`src/rtl/iq_asm_pkg.sv`:
```
package iq_asm_pkg;
  localparam int unsigned DATA_W = 14;
  localparam int unsigned DIV_W  = 8;
  typedef enum logic {PH_I = 1'b0, PH_Q = 1'b1} phase_e;
endpackage

```
`src/rtl/iq_dclk_gen.sv`:
```
module iq_dclk_gen #(
  parameter int unsigned DIV_W = iq_asm_pkg::DIV_W
) (
  input  logic             clk_i,
  input  logic             rst_ni,
  input  logic [DIV_W-1:0] div_i,
  input  logic             lock_gate_i,
  input  logic             lock_ok_i,
  output logic             dclk_o
);
  logic [DIV_W-1:0] cnt_q;
  logic             tick;

  assign tick   = (cnt_q >= div_i);
  assign dclk_o = tick & (~lock_gate_i | lock_ok_i);

  always_ff @(posedge clk_i or negedge rst_ni) begin
    if (!rst_ni)   cnt_q <= '0;
    else if (tick) cnt_q <= '0;
    else           cnt_q <= cnt_q + 1'b1;
  end

  // isolated pulse unless the period is a single cycle
  p_pulse_width_r2: assert property (@(posedge clk_i) disable iff (!rst_ni)
    (dclk_o && div_i != '0) |=> (div_i == '0 || !dclk_o));
endmodule

```
`src/rtl/iq_pair_demux.sv`:
```
module iq_pair_demux
  import iq_asm_pkg::*;
#(
  parameter int unsigned W = DATA_W
) (
  input  logic         clk_i,
  input  logic         rst_ni,
  input  logic         quad_i,
  input  logic         strobe_i,
  input  logic         tx_en_i,
  input  logic [W-1:0] data_i,
  output logic [W-1:0] i_o,
  output logic [W-1:0] q_o,
  output logic         valid_o
);
  phase_e       ph_q;
  logic         tx_d_q, arm_q;
  logic [W-1:0] hold_q;
  logic         rise;

  assign rise = tx_en_i & ~tx_d_q;

  always_ff @(posedge clk_i or negedge rst_ni) begin
    if (!rst_ni) begin
      ph_q    <= PH_I;
      tx_d_q  <= 1'b0;
      arm_q   <= 1'b0;
      hold_q  <= '0;
      i_o     <= '0;
      q_o     <= '0;
      valid_o <= 1'b0;
    end else begin
      tx_d_q  <= tx_en_i;
      valid_o <= 1'b0;
      if (strobe_i)  arm_q <= 1'b0;
      else if (rise) arm_q <= 1'b1;
      if (strobe_i) begin
        if (tx_en_i) begin
          if (!quad_i) begin
            i_o     <= data_i;
            q_o     <= '0;
            valid_o <= 1'b1;
            ph_q    <= PH_I;
          end else if (arm_q || rise || ph_q == PH_I) begin
            // burst start or I slot
            hold_q <= data_i;
            ph_q   <= PH_Q;
          end else begin
            i_o     <= hold_q;
            q_o     <= data_i;
            valid_o <= 1'b1;
            ph_q    <= PH_I;
          end
        end else begin
          // flush: drop any unpaired I, emit zeros at sample rate
          hold_q <= '0;
          if (!quad_i || ph_q == PH_Q) begin
            i_o     <= '0;
            q_o     <= '0;
            valid_o <= 1'b1;
            ph_q    <= PH_I;
          end else begin
            ph_q <= PH_Q;
          end
        end
      end
    end
  end

  // outputs hold between pulses
  p_hold_r9: assert property (@(posedge clk_i) disable iff (!rst_ni)
    !valid_o |-> ($stable(i_o) && $stable(q_o)));
  // samples issued while disabled are zero
  p_flush_zero_r6: assert property (@(posedge clk_i) disable iff (!rst_ni)
    (valid_o && !$past(tx_en_i)) |-> (i_o == '0 && q_o == '0));
  // Q idle in interpolating mode
  p_q_idle_r8: assert property (@(posedge clk_i) disable iff (!rst_ni)
    (valid_o && !$past(quad_i)) |-> (q_o == '0));
endmodule

```
`src/rtl/iq_input_assembler.sv`:
```
module iq_input_assembler
  import iq_asm_pkg::*;
#(
  parameter int unsigned DW = DATA_W,
  parameter int unsigned DV = DIV_W
) (
  input  logic          clk_i,
  input  logic          rst_ni,
  input  logic          quad_mode_i,
  input  logic [DV-1:0] div_i,
  input  logic          lock_gate_i,
  input  logic          lock_ok_i,
  input  logic          tx_en_i,
  input  logic [DW-1:0] data_i,
  output logic          dclk_o,
  output logic [DW-1:0] i_o,
  output logic [DW-1:0] q_o,
  output logic          valid_o
);
  logic strobe;

  iq_dclk_gen #(.DIV_W(DV)) u_dclk (
    .clk_i, .rst_ni, .div_i, .lock_gate_i, .lock_ok_i, .dclk_o(strobe)
  );

  iq_pair_demux #(.W(DW)) u_demux (
    .clk_i, .rst_ni, .quad_i(quad_mode_i), .strobe_i(strobe),
    .tx_en_i, .data_i, .i_o, .q_o, .valid_o
  );

  assign dclk_o = strobe;

  // no sample without a preceding capture strobe
  p_valid_after_strobe_r3: assert property (@(posedge clk_i) disable iff (!rst_ni)
    valid_o |-> $past(strobe));
  // closed gate suppresses the strobe
  p_gate_closed_r3: assert property (@(posedge clk_i) disable iff (!rst_ni)
    (lock_gate_i && !lock_ok_i) |-> !dclk_o);
endmodule

```
`config.mk`:
```
export PLATFORM = sky130hd
export DESIGN_NAME = iq_input_assembler
export DESIGN_NICKNAME = d
export VERILOG_FILES = /design/src/rtl/iq_asm_pkg.sv /design/src/rtl/iq_dclk_gen.sv /design/src/rtl/iq_pair_demux.sv /design/src/rtl/iq_input_assembler.sv
export SDC_FILE = /design/constraint.sdc
export NUM_CORES = 1
export LEC_CHECK = 0
export CORE_MARGIN = 2
export CORE_UTILIZATION = 52
export CTS_BUF_LIST = sky130_fd_sc_hd__clkbuf_8
export DETAILED_ROUTE_END_ITERATION = 6
export GPL_TIMING_DRIVEN = 0
export PLACE_DENSITY = 0.79
export SETUP_SLACK_MARGIN = 0.05
export SLEW_MARGIN = 5
export SYNTH_ARGS = -nofsm -noshare
export SYNTH_HDL_FRONTEND = slang
export SYNTH_SLANG_ARGS = --single-unit
export TNS_END_PERCENT = 50
```
`constraint.sdc`:
```
create_clock -name clk_i -period 3.6 [get_ports clk_i]
set_input_delay 0.9 -clock clk_i [delete_from_list [all_inputs] [get_ports clk_i]]
set_output_delay 0.9 -clock clk_i [all_outputs]
set_load 0.05 [all_outputs]
```
==> results of run 1 <==
-- Yosys cell counts, drive strengths merged --
cell type / instances
and4b: 1
a211oi: 1
a221o: 1
a2111o: 1
xnor2: 1
a21oi: 3
o21bai: 1
dfrtp: 54
or4: 1
nand3: 20
nor2b: 1
nand3b: 1
buf: 3
a21boi: 1
nand2b: 1
mux2i: 14
and3: 2
xor2: 5
a211o: 1
and2: 1
nor3: 2
ha: 9
a22o: 14
o21ai: 18
or3: 1
o31ai: 14
mux2: 15
nor2: 28
inv: 12
clkbuf: 11
or2: 1
-- area by class of cell --
cell class                 count  area (um2)  share of cell area, %
buffer                        14       62.56                  1.780
clock buffer                   7       96.34                  2.741
clock inverter                 1       8.758                 0.2492
inverter                      12       47.55                  1.353
multi-input combinational    159        1237                  35.21
sequential                    54        1351                  38.45
tap                           70       87.58                  2.492
timing repair buffer          63       623.1                  17.73
-- routing by layer --
metal,up-vias,part of all wire [%]
met3,11,6.3
met5,-,0
li1,996,-
met2,71,49
met4,0,1.9
met1,1093,43
-- cells in the final DEF, fill, tap and decap left out, drive strengths merged, types with 2 or more instances in the layout --
master / instances
nor2: 28
dfrtp: 54
nor3: 2
inv: 12
clkdlybuf4s50: 51
buf: 11
nand3: 20
dlygate4sd2: 3
mux2i: 14
clkbuf: 18
a21oi: 3
ha: 9
mux2: 15
xor2: 5
a22o: 14
o31ai: 14
and3: 2
o21ai: 18
-- registers in the layout, summed over array words and instances (netlist names) --
register	cells
u_dclk.cnt_q	8
u_demux.arm_q	1
u_demux.hold_q	14
u_demux.i_o	14
u_demux.ph_q	1
u_demux.q_o	14
u_demux.tx_d_q	1
u_demux.valid_o	1
-- worst max-delay path, stage by stage --
cell	delay, ns
clkdlybuf4s50_1	0.45
inv_1	0.04
ha_1	0.24
a2111o_1	0.39
a211oi_4	0.30
nor2_2	0.08
buf_6	0.16
-- metrics by stage --
stage          area [um2]  std cells
2_1_floorplan        2664        239
3_3_place_gp         3322        366
3_5_place_dp         3337        367
4_1_cts              3507        380
5_1_grt              3515        380
6_report             3515        380
-- how the worst max path moves through the flow --
stage	cells after the start	to	start
6_report	7	dclk_o	div_i[3]
4_1_cts	8	dclk_o	div_i[6]
2_1_floorplan	5	dclk_o	div_i[0]
5_1_grt	7	dclk_o	div_i[3]
3_3_place_gp	8	dclk_o	div_i[7]
3_5_place_dp	8	dclk_o	div_i[7]
-- repair_timing --
item	CTS	global route
pin swaps	7	4
buffers inserted	5	0
setup endpoints to repair	1	1
resized for setup	15	4
-- where the power goes --
| group | internal, mW | switching, mW | leakage [nW] |
|---|---|---|---|
| Sequential | 0.847 | 0.172 | 0.722 |
| Combinational | 0.603 | 0.912 | 0.838 |
| Clock | 0.177 | 0.201 | 0.0544 |
| Total | 1.63 | 1.29 | 1.61 |
-- kinds of logic after synthesis --
| family | share of synthesized area, % |
|---|---|
| xor gates and xnor gates | 1.973 |
| adders and majority gates | 4.227 |
| AOI/OAI and AO/OA | 14.94 |
| buffers and inverters | 4.134 |
| and+or+nand+nor | 11.13 |
| DFF | 50.73 |
| muxes | 12.87 |
==> metrics.csv, run 1 <==
metric;value;unit
Period minus WS final;3.459;ns
Hold Buf Count CTS;0;
setup_tns;0;ns
row count;26;
FF-to-FF path depth;10;
final setup vio count;0;
CP Class;in -> out;
TritonCTS Buffers;5;
Sink Count;54;
final wirelength;6311;um
RSZ-0062 raised after global routing;no;
CP required;2.70;ns
outcome;finished clean;
CTS tree;done;
r2r endpoint;u_demux.i_o[13]$_DFFE_PN0P_;
number of DRC markers in iteration 0;173;
Fill cells;403;
Most Crowded Layer GR;met2;
number of I/O pins;58;
GR Util met1;32.75;%
root buf cell;clkbuf_8;
total gr overflow;0;
Lkg Pwr;1.614;nW
Layout Skew;0.01053;ns
Peak Freq;0.2891;GHz
met2 usage;38.16;%
synth warn;0;
detailed placement HPWL;4316;um
Cell Pwr Density;828.5;nW/um2
Port Buffers;57;
VDD IR max;0.5506;mV
Final ANT Viol Nets;0;
flop-to-flop setup slack;0.95;ns
H-tree depth;2;
number of iterations in the first detailed-routing pass;5;
Worst slew margin;57.10;%
Layout area overhead;31.94;%
DRC Markers;0;
clk buf depth;2;
syn_nets;276;
Pwr Total;2.912;mW
Synth area leaders;dfrtp_1 51%, mux2i_1 5.3%, mux2_4 5.1%;
Synth top area share;50.73;%
largest net degree at the start of global routing;40;
area leader, netlist;dfrtp_1;
Hold Slack;0.4901;ns
die area;5712;um2
Syn Inst Count;239;
CP Capture Type;output pin;
Initial Utilization;53.17;%
Mean Syn Cell Area;11.15;um2
Max Cap Viol;0;
worst skew pair latency;0.32;ns
area of the mapped netlist;2664;um2
via count;2171;
Hold Violations, Final;0;
vias in the first global route;2114;
drt wl/cell;16.61;um
Final WS setup;0.1414;ns
FF-to-FF Start;u_dclk.cnt_q[0]$_DFF_PN0_;
DIE HEIGHT;75.58;um
Die Wd;75.58;um
Worst-Margin Slew;0.6435;ns
GR Layer Usage met3;5.291;%
Place WS;-0.7919;ns
Seq cells post-synth;54;
CP Data Arrival Time;2.56;ns
Slew Limit Fails;0;
Core Box Area;5010;um2
CP max FO;4;
ant diodes;0;
vias per inst;5.713;
Startpoint Class;primary input;
worst hold-check path type;in -> async;
Seq/Total Area, Yosys;50.73;%
share of cells above drive strength 1;14.84;%
# nets final;346;
Unique masters post-synth;35;
first-pass GRT wire length;10230;um
Util after Layout;70.15;%
gpl congestion;0.7978;
Final period util;96.07;%
initial antenna violation count;0;
Worst-path clk slew;0.09;ns
GRT Resource Usage Total;23.90;%
Note: power is estimated with default switching activity, not from simulation.
==> run 2: changes to the inputs <==
--- a/config.mk
+++ b/config.mk
@@ -6,7 +6,7 @@
 export NUM_CORES = 1
 export LEC_CHECK = 0
 export CORE_MARGIN = 2
-export CORE_UTILIZATION = 52
+export CORE_UTILIZATION = 53
 export CTS_BUF_LIST = sky130_fd_sc_hd__clkbuf_8
 export DETAILED_ROUTE_END_ITERATION = 6
 export GPL_TIMING_DRIVEN = 0
@@ -15,5 +15,6 @@
 export SLEW_MARGIN = 5
 export SYNTH_ARGS = -nofsm -noshare
 export SYNTH_HDL_FRONTEND = slang
+export SYNTH_HIERARCHICAL = 1
 export SYNTH_SLANG_ARGS = --single-unit
 export TNS_END_PERCENT = 50
==> run 2 against run 1 <==
Effect of this change:
- global-route usage down 4.2 points
- final cell count down 0.79%
- flip-flop and latch count unchanged
- clock power down 19%
- non-clock buffer count down 5
- combinational power down 13%
- highest routed layer unchanged
==> metrics.csv, run 2 <==
metric;value;unit;change
GRT Resource Usage Total;19.68;%;-4.2 points
final wirelength;5598;um;-11%
via count;1942;;-11%
Synth top area share;47.02;%;-3.7 points
Slew Limit Fails;0;;unchanged
Fill cells;379;;-6.0%
clk buf depth;2;;unchanged
row count;26;;unchanged
synth warn;6;;+6
VDD IR max;0.4159;mV;-24%
Seq cells post-synth;54;;unchanged
flop-to-flop setup slack;1.17;ns;+0.22 ns
Sink Count;54;;unchanged
CTS tree;done;;
worst hold-check path type;reg -> reg;;
Peak Freq;0.2883;GHz;-0.29%
CP max stage cell;clkdlybuf4s50_1;;
largest registers;u_demux/hold_q: 14 flops, u_demux/i_o: 14 flops, u_demux/q_o: 14 flops;;
WHS Path Cells;1;;
CP Capture Type;output pin;;
Synth area leaders;dfrtp_1 47%, mux2_4 15%, mux2i_1 9.8%;;
top_reg_cell synth;dfrtp_1;;
initial antenna violation count;0;;unchanged
root buf cell;clkbuf_8;;
r2r endpoint;u_demux/q_o[9]$_DFFE_PN0P_;;
Hold Crit Start;u_dclk/cnt_q[0]$_DFF_PN0_;;
CP required;2.70;ns;about the same
CP max FO;2;;-2
gpl congestion;0.7387;;-7.4%
Post-Place Cells;368;;+0.27%
syn_nets;277;;+0.36%
Seq/Total Area, Yosys;47.02;%;-3.7 points
Die Wd;77.64;um;+2.7%
Final period util;96.35;%;+0.28 points
vias per inst;5.151;;-9.8%
Commonest cells post-synth;54 x dfrtp_1, 28 x mux2_4, 28 x mux2i_1, 26 x inv_1, 17 x nand2_1;;
Sw Share;40.77;%;-3.4 points
area occupied by multi-input gates;1348;um2;+8.9%
share of cells above drive strength 1;16.94;%;+2.1 points
clock power share;11.7;%;-1.3 points
Worst-Margin Slew;0.5172;ns;-0.1264 ns
largest net degree at the start of global routing;39;;-2.5%
delay-heaviest family, CP;compound AO/OA/AOI/OAI gates;;
CP Data Arrival Time;2.57;ns;about the same
TritonCTS Buffers;5;;unchanged
ant diodes;0;;unchanged
Syn Inst Count;240;;+0.42%
DRC Markers;0;;unchanged
drt wl/cell;14.85;um;-11%
asr flop ratio synth;100.0;%;unchanged
Period minus WS final;3.469;ns;+0.01005 ns
Crit path largest cell delay;0.41;ns;-0.04 ns
outcome;finished clean;;
Worst-path clk slew;0.08;ns;about the same
Max Cap Viol;0;;unchanged
detailed placement HPWL;3956;um;-8.3%
switching power;1.069;mW;-17%
Internal;1.554;mW;-4.5%
number of DRC markers in iteration 0;65;;-62%
vias in the first global route;1962;;-7.2%
Mean Syn Cell Area;11.98;um2;+7.4%
commonest non-fill, non-tap cell in the layout;clkdlybuf4s50_1;;
CP Buf/Inv Count;2;;-1
Cell Pwr Density;719.2;nW/um2;-13%
CP Class;in -> out;;
Lkg Pwr;1.862;nW;+15%
number of I/O pins;58;;unchanged
FF-to-FF path depth;10;;unchanged
Unique masters post-synth;26;;-26%
worst path cell trace;clkdlybuf4s50_1, ha_1, nand2b_1, a2111oi_4, o31ai_4, a21boi_4, buf_4;;
Startpoint Class;primary input;;
Final ANT Viol Nets;0;;unchanged
H-tree depth;2;;unchanged
WHS Endpoint;u_dclk/cnt_q[0]$_DFF_PN0_;;
# nets final;344;;-0.58%
number of enable flip-flop cells after synthesis;0;;unchanged
RSZ-0062 raised after global routing;no;;
Layout Skew;0.005844;ns;-0.004690 ns
Core Box Area;5172;um2;+3.2%
area leader, netlist;dfrtp_1;;
Layout area overhead;26.90;%;
Port Buffers;57;;unchanged
area of the mapped netlist;2874;um2;+7.9%
Post-Layout Cell Count;377;;-0.79%
Crit path depth;7;;unchanged
register area;1351;um2;unchanged
commonest non-fill, non-tap cells in the layout;55 x clkdlybuf4s50_1, 54 x dfrtp_1, 28 x inv_1, 28 x mux2i_1, 28 x mux2_4;;
Hold Violations, Final;0;;unchanged
number of iterations in the first detailed-routing pass;4;;-1
Pwr Total;2.623;mW;-9.9%
total gr overflow;0;;unchanged
first-pass GRT wire length;9397;um;-8.2%
DIE HEIGHT;77.64;um;+2.7%
combinational share of power;50.2;%;-1.8 points
Initial Utilization;55.56;%;+2.4 points
count leader, synth;dfrtp_1;;
final setup vio count;0;;unchanged
Flop pwr share;38.2;%;+3.2 points
die area;6028;um2;+5.5%
crit path launch;div_i[0];;
worst skew pair latency;0.30;ns;-0.02 ns
FF-to-FF Start;u_dclk/cnt_q[0]$_DFF_PN0_;;
Worst slew margin;65.41;%;+8.3 points
run 2: cell count changes after synthesis, moves of 7 or more:
cell | previous run | this run
and3_1 | 2 | 16
inv_1 | 11 | 26
nor2b_1 | 1 | 15
mux2_4 | 9 | 28
mux2i_1 | 14 | 28
o31ai_1 | 14 | 0
nor2_1 | 28 | 12
nand3_1 | 20 | 4
clkbuf_1 | 11 | 4
nand2_1 | 0 | 17
a22o_1 | 14 | 0
o21ai_0 | 17 | 0
run 2: power by group through the flow:
stage / Combinational (mW) / Sequential, mW / Clock (mW)
after global routing: 1.40 / 1.03 / 0.345
final: 1.32 / 1.00 / 0.306
after detailed placement: 1.31 / 1.01 / 0
after CTS: 1.33 / 1.00 / 0.319
after global placement: 1.28 / 1.00 / 0
after floorplan: 0.547 / 1.38 / 0
run 2: kinds of logic (layout without fill, tap and decap cells):
logic type,count (synthesis),in the layout,share of synthesized area (%)
buffers and inverters,38,105,6.486
flip-flops,54,54,47.02
AO/OA/AOI/OAI,10,10,4.310
AND/OR/NAND/NOR,67,67,12.06
XOR/XNOR,6,6,1.828
multiplexers,56,56,24.38
adder cells (fa/ha/maj),9,9,3.918
run 2: what timing repair did:
action / in CTS / in global routing
gates resized for setup: 7 / 0
endpoints found under the setup margin: 1 / 0
hold buffers: 0 / 0
buffers inserted: 2 / 0
run 2: how the worst max path moves through the flow:
stage                                             to  slack, ns
after floorplan           u_demux/i_o[0]$_DFFE_PN0P_       0.24
after global placement                        dclk_o      -0.85
after detailed placement                      dclk_o      -0.85
after CTS                                     dclk_o       0.12
after global routing                          dclk_o       0.06
final                                         dclk_o       0.13
run 2: layout make-up:
class                           count  share of cell area, %
Sequential cell                    54                  37.05
Multi-Input combinational cell    148                  36.95
Timing Repair Buffer               60                  16.40
Inverter                           26                  2.676
Buffer                             12                  2.436
Tap cell                           70                  2.401
Clock buffer                        5                  1.887
Clock inverter                      2                 0.2058
run 2: per-layer routing:
metal  share of wire [%]  GRT usage, %
met1                  48         27.69
met2                  47         31.90
met3                 4.4         3.372
met4                0.61         4.821
met5                   0             0
run 2: stage by stage:
step,hold slack (ns),TNS (ns),worst slack [ns],utilization [%],cell area [um2]
floorplan,0.4445,0,0.2376,-,2878
global placement,0.4712,-1.451,-0.8533,68.36,3536
detailed placement,0.4744,-1.615,-0.8483,68.65,3551
CTS,0.4830,0,0.1157,70.51,3647
global route,0.5149,0,0.06085,70.51,3647
finish,0.4761,0,0.1314,70.51,3647
